--- src/rtl/utopia_tx_pkg.sv ---
package utopia_tx_pkg;

  typedef enum logic [0:0] {
    ASM_IDLE = 1'b0,
    ASM_FILL = 1'b1
  } asm_state_t;

  // True when the byte plus its parity bit hold an odd count of ones.
  function automatic logic odd_ok(input logic [7:0] d, input logic p);
    return ^{d, p};
  endfunction

endpackage

--- src/rtl/utx_poll.sv ---
module utx_poll #(
  parameter int ADDR_W = 5
) (
  input  logic              clk,
  input  logic              rst_n,
  input  logic [ADDR_W-1:0] own_addr,
  input  logic [ADDR_W-1:0] tx_addr,
  input  logic              buf_room,
  output logic              clav,
  output logic              clav_oe
);

  logic hit;
  logic clav_d, oe_d;

  always_comb begin
    hit    = (tx_addr == own_addr);
    oe_d   = hit;
    clav_d = hit & buf_room;
  end

  always_ff @(posedge clk or negedge rst_n) begin
    if (!rst_n) begin
      clav    <= 1'b0;
      clav_oe <= 1'b0;
    end else begin
      clav    <= clav_d;
      clav_oe <= oe_d;
    end
  end

endmodule

--- src/rtl/utx_select.sv ---
module utx_select #(
  parameter int ADDR_W = 5
) (
  input  logic              clk,
  input  logic              rst_n,
  input  logic [ADDR_W-1:0] own_addr,
  input  logic [ADDR_W-1:0] tx_addr,
  input  logic              tx_enb,
  output logic              accept
);

  logic sel_q, sel_d;

  always_comb begin
    sel_d = sel_q;
    if (tx_enb) begin
      sel_d = (tx_addr == own_addr);
    end
    accept = sel_q & ~tx_enb;
  end

  always_ff @(posedge clk or negedge rst_n) begin
    if (!rst_n) begin
      sel_q <= 1'b0;
    end else begin
      sel_q <= sel_d;
    end
  end

endmodule

--- src/rtl/utx_parity.sv ---
module utx_parity #(
  parameter int DATA_W    = 8,
  parameter bit PAR_CHECK = 1'b1
) (
  input  logic [DATA_W-1:0] data,
  input  logic              par,
  output logic              bad
);

  generate
    if (PAR_CHECK) begin : g_check
      always_comb bad = ~(^{data, par});
    end else begin : g_nocheck
      always_comb bad = 1'b0;
    end
  endgenerate

endmodule

--- src/rtl/utx_assembler.sv ---
module utx_assembler
  import utopia_tx_pkg::*;
#(
  parameter int DATA_W     = 8,
  parameter int CELL_BYTES = 53,
  localparam int IDX_W     = $clog2(CELL_BYTES)
) (
  input  logic              clk,
  input  logic              rst_n,
  input  logic              accept,
  input  logic              soc,
  input  logic [DATA_W-1:0] data,
  input  logic              bad,
  output logic              wr_en,
  output logic [DATA_W-1:0] wr_data,
  output logic [IDX_W-1:0]  wr_idx,
  output logic              wr_last,
  output logic              wr_drop,
  output logic              par_err
);

  localparam logic [IDX_W-1:0] LAST_IDX = IDX_W'(CELL_BYTES - 1);

  asm_state_t        state_q, state_d;
  logic [IDX_W-1:0]  cnt_q, cnt_d;
  logic              wen_d, last_d, drop_d, err_d;
  logic [IDX_W-1:0]  idx_d;
  logic [DATA_W-1:0] data_d;

  always_comb begin
    state_d = state_q;
    cnt_d   = cnt_q;
    wen_d   = 1'b0;
    last_d  = 1'b0;
    drop_d  = 1'b0;
    idx_d   = wr_idx;
    data_d  = wr_data;
    if (accept) begin
      if (soc) begin
        wen_d   = 1'b1;
        drop_d  = (state_q == ASM_FILL);
        idx_d   = '0;
        data_d  = data;
        if (LAST_IDX == '0) begin
          last_d  = 1'b1;
          state_d = ASM_IDLE;
          cnt_d   = '0;
        end else begin
          state_d = ASM_FILL;
          cnt_d   = IDX_W'(1);
        end
      end else if (state_q == ASM_FILL) begin
        wen_d  = 1'b1;
        idx_d  = cnt_q;
        data_d = data;
        if (cnt_q == LAST_IDX) begin
          last_d  = 1'b1;
          state_d = ASM_IDLE;
          cnt_d   = '0;
        end else begin
          cnt_d = cnt_q + IDX_W'(1);
        end
      end
    end
    err_d = par_err | (wen_d & bad);
  end

  always_ff @(posedge clk or negedge rst_n) begin
    if (!rst_n) begin
      state_q <= ASM_IDLE;
      cnt_q   <= '0;
      wr_en   <= 1'b0;
      wr_last <= 1'b0;
      wr_drop <= 1'b0;
      par_err <= 1'b0;
      wr_idx  <= '0;
      wr_data <= '0;
    end else begin
      state_q <= state_d;
      cnt_q   <= cnt_d;
      wr_en   <= wen_d;
      wr_last <= last_d;
      wr_drop <= drop_d;
      par_err <= err_d;
      if (wen_d) begin
        wr_idx  <= idx_d;
        wr_data <= data_d;
      end
    end
  end

endmodule

--- src/rtl/utopia_tx_port.sv ---
module utopia_tx_port #(
  parameter int ADDR_W     = 5,
  parameter int DATA_W     = 8,
  parameter int CELL_BYTES = 53,
  parameter bit PAR_CHECK  = 1'b1
) (
  input  logic                          clk,
  input  logic                          rst_n,
  input  logic [ADDR_W-1:0]             own_addr,
  input  logic                          buf_room,
  input  logic [DATA_W-1:0]             tx_data,
  input  logic                          tx_par,
  input  logic                          tx_soc,
  input  logic [ADDR_W-1:0]             tx_addr,
  input  logic                          tx_enb,
  output logic                          clav,
  output logic                          clav_oe,
  output logic                          wr_en,
  output logic [DATA_W-1:0]             wr_data,
  output logic [$clog2(CELL_BYTES)-1:0] wr_idx,
  output logic                          wr_last,
  output logic                          wr_drop,
  output logic                          par_err
);

  logic accept;
  logic bad;

  utx_poll #(.ADDR_W(ADDR_W)) u_poll (
    .clk      (clk),
    .rst_n    (rst_n),
    .own_addr (own_addr),
    .tx_addr  (tx_addr),
    .buf_room (buf_room),
    .clav     (clav),
    .clav_oe  (clav_oe)
  );

  utx_select #(.ADDR_W(ADDR_W)) u_sel (
    .clk      (clk),
    .rst_n    (rst_n),
    .own_addr (own_addr),
    .tx_addr  (tx_addr),
    .tx_enb   (tx_enb),
    .accept   (accept)
  );

  utx_parity #(.DATA_W(DATA_W), .PAR_CHECK(PAR_CHECK)) u_par (
    .data (tx_data),
    .par  (tx_par),
    .bad  (bad)
  );

  utx_assembler #(.DATA_W(DATA_W), .CELL_BYTES(CELL_BYTES)) u_asm (
    .clk     (clk),
    .rst_n   (rst_n),
    .accept  (accept),
    .soc     (tx_soc),
    .data    (tx_data),
    .bad     (bad),
    .wr_en   (wr_en),
    .wr_data (wr_data),
    .wr_idx  (wr_idx),
    .wr_last (wr_last),
    .wr_drop (wr_drop),
    .par_err (par_err)
  );

endmodule

--- config.mk ---
export PLATFORM = sky130hd
export DESIGN_NAME = utopia_tx_port
export DESIGN_NICKNAME = d
export VERILOG_FILES = /design/src/rtl/utopia_tx_pkg.sv /design/src/rtl/utx_poll.sv /design/src/rtl/utx_select.sv /design/src/rtl/utx_parity.sv /design/src/rtl/utx_assembler.sv /design/src/rtl/utopia_tx_port.sv
export SDC_FILE = /design/constraint.sdc
export NUM_CORES = 1
export LEC_CHECK = 0
export ABC_AREA = 1
export BUFFER_PORTS_ARGS = -buffer_cell sky130_fd_sc_hd__buf_2
export CORE_UTILIZATION = 55
export DETAILED_ROUTE_END_ITERATION = 10
export PLACE_DENSITY_LB_ADDON = 0.2
export SYNTH_ARGS = -nofsm -noshare
export SYNTH_HDL_FRONTEND = slang
export SYNTH_HIERARCHICAL = 1
export SYNTH_SLANG_ARGS = --single-unit
--- constraint.sdc ---
create_clock -name clk -period 2.95 [get_ports clk]
set_input_delay 0.295 -clock clk [delete_from_list [all_inputs] [get_ports clk]]
set_output_delay 0.295 -clock clk [all_outputs]
set_load 0.005 [all_outputs]
==> impl_results.md <==
- CP required: 3.16 ns
- Status: completed
- Maximum vdd drop: 0.000418 V
- Arr. time, crit path: 1.59 ns
- Mux contribution to synthesized area: 0
- Clock Sinks: 28
- Postcts setup bufs: 0
- Routability congestion estimate: 0.848
- Initial antenna violation count: 0
- Top-Level Pins: 44
- Synthesized area per cell: 6.95 sq um
- Simple-gate share of the synthesized area: 0.370
- IO buf count: 43
- Multi-input logic area: 657 sq um
- Core box area: 0.00257 sq mm
- RSZ-0062 raised after global routing: no
- Worst skew pair latency: 0.32 ns
- Synth area leader: dfrtp_1
- Drt first pass iters: 5
- Largest family of logic cells by synthesized area: simple AND/OR/NAND/NOR gates
- ANT cells: 0
- Power Dens Cells: 575 mW/mm^2
- Initial DRC Count: 30
- Vias per std cell: 4.70
- Max-Cap Viols: 0
- Routed via count: 1391
- Post-synthesis cell area: 0.00154 sq mm
- Most area-consuming cells after synthesis: dfrtp_1 (46%), nand2_1 (24%), inv_1 (9.3%)
- Synth Area in Adders: 0.0163
- Post-Syn Instances: 221
- CTS max path bufs: 2
- Top-area cell type share of the netlist area: 0.456
- Setup WS pre-CTS: 1.52 ns
- Cell variety after synth: 18
- Fin crit period: 1.38 ns
- Drc violations: 0
- Post-Synth XOR/XNOR Area: 0.0171
- Crit path cell chain: inv_1 > nor2_1 > nand2_1 > nand2_4 > inv_4 > nand2_1 > o21ai_0
- Chip height: 54.9 microns
- Pleak: 1.17 nW
- Synth-to-layout area growth: 17.1%
- Total Power: 1.04 mW
- Commonest non-fill, non-tap cells in the layout: nand2_1 (100), buf_2 (43), inv_1 (38)
- FP Rows: 18
- Slew Limit Fails: 0
- Commonest non-fill, non-tap cell in the layout: nand2_1
- Layout cell share with drive strength beyond 1: 0.218
- Slew headroom: 0.606
- Tot GR Track Use: 0.210
- CP most frequent cell: nand2_1
- Delay-heaviest family, CP: simple AND/OR/NAND/NOR gates
- Slowest stage delay, CP: 0.35 ns
- Setup TNS: 0 ns
- #FFs+latches synth: 28
- GRT overflow: 0
- Final Setup Violations: 0
- Synth warnings: 6
- Synth Area in Compound Gates: 0.0244
- Vias in the first global route: 1187
- Dpl hpwl: 2150 microns
- Fin crit share: 0.467
- DRT Wirelength: 2750 microns
- Largest net degree at the start of global routing: 29
- Endpoints failing hold: 0
- ANT nets after route: 0
- Worst-path maximum fanout: 18
- Hold buffer count at CTS: 1
- TritonCTS clock tree: done
- Syn_nets: 247
- Storage cell area: 701 sq um
- Sequential area share after synthesis: 0.456
- HP Class: in2reg
- Crit Path Class: reg2reg
- Worst Clk Skew: 0.00347 ns
- Max Fclk: 725 MHz
- CP startpoint kind: flip-flop
- Number of fillers in the final layout: 208
- Worst-Margin Slew: 0.591 ns
- Nets: 294
- Final setup margin: 1.57 ns
- Die ar.: 0.00301 sq mm
- CP endpoint kind: flip-flop
- Initial core utilization: 0.598
- Slowest cell on crit path: dfrtp_1
- Crit path buf inv count: 2
- Root Driver: clkbuf_4
- First-pass GRT wire length: 4490 microns
- Clock transition at path regs: 0.14 ns
- Total CTS buffers: 3
- Drt wl/cell: 9.29 microns
- Die W: 54.9 microns
- Post-CTS sizing: 0
- CTS H-Tree Depth: 1
## cell usage after synthesis
| library cell | number |
|---|---|
| a21o_1 | 1 |
| buf_6 | 2 |
| dfrtp_1 | 28 |
| ha_1 | 2 |
| inv_1 | 38 |
| inv_2 | 2 |
| inv_4 | 1 |
| nand2_1 | 100 |
| nand2_2 | 3 |
| nand2_4 | 1 |
| nand3_1 | 15 |
| nand3_2 | 1 |
| nor2_1 | 14 |
| nor2_2 | 4 |
| o21ai_0 | 5 |
| o21ai_1 | 1 |
| xnor2_1 | 1 |
| xor2_1 | 2 |
## through the flow
stage	cells	util	cell area, sq um	hold WS [ns]
CTS	296	0.701	1800	0.166
floorplan	221	-	1540	-0.000591
finish	296	0.701	1800	0.170
global route	296	0.701	1800	0.159
global placement	292	0.688	1770	0.332
detailed placement	292	0.688	1770	0.332
## area by class of cell
cell class                      count  share of cell area
Clock buffer                        3              0.0125
Sequential cell                    28               0.389
Tap cell                           30              0.0209
Timing Repair Buffer               44               0.125
Inverter                           41              0.0869
Multi-Input combinational cell    150               0.365
## final timing paths
path	start	slack (ns)	cells past startpoint	endpoint
max in group asynchronous	rst_n	2.07	2	u_asm/wr_drop
setup / recovery	u_sel/sel_q	1.57	7	u_asm/wr_idx[1]
min in group asynchronous	rst_n	0.49	2	u_asm/wr_idx[2]
hold reg to reg	u_asm/par_err	0.48	1	u_asm/par_err
setup reg to reg	u_sel/sel_q	1.57	7	u_asm/wr_idx[1]
hold / removal	buf_room	0.17	3	u_poll/clav
## state kept, by name, summed over array words and instances (netlist names)
name and count:
u_asm/par_err 1, u_asm/wr_data 8, u_asm/wr_last 1, u_asm/wr_drop 1, u_asm/state_q 1, u_asm/wr_idx 6
u_poll/clav_oe 1, u_poll/clav 1, u_asm/cnt_q 6, u_sel/sel_q 1, u_asm/wr_en 1
## logic make-up (layout without fill, tap and decap cells)
group	Yosys count	count (layout)
AND/OR/NAND/NOR	138	138
buffers and inverters	43	88
flip-flops	28	28
AO/OA/AOI/OAI	7	7
XOR/XNOR	3	3
adder cells (fa/ha/maj)	2	2
## worst reg2reg max path, cell delays in order (launching register included)
cell and delay, ns:
dfrtp_1 0.35, inv_1 0.04, nor2_1 0.22, nand2_1 0.18, nand2_4 0.21, inv_4 0.12
nand2_1 0.08, o21ai_0 0.08
## layer usage
metal  up-vias  GRT usage  wire length (microns)
met5         -          0                      0
met4         0      0.111                     27
met3         2     0.0361                    153
met2        46      0.343                   1300
met1       599      0.261                   1270
li1        744          -                      -
## power by group
group / internal (mW) / leakage [nW] / switching (mW)
clock network: 0.0479 / 0.0138 / 0.104
registers: 0.490 / 0.361 / 0.0715
logic: 0.144 / 0.792 / 0.178
total: 0.681 / 1.17 / 0.354
Note: power is estimated with default switching activity, not from simulation.
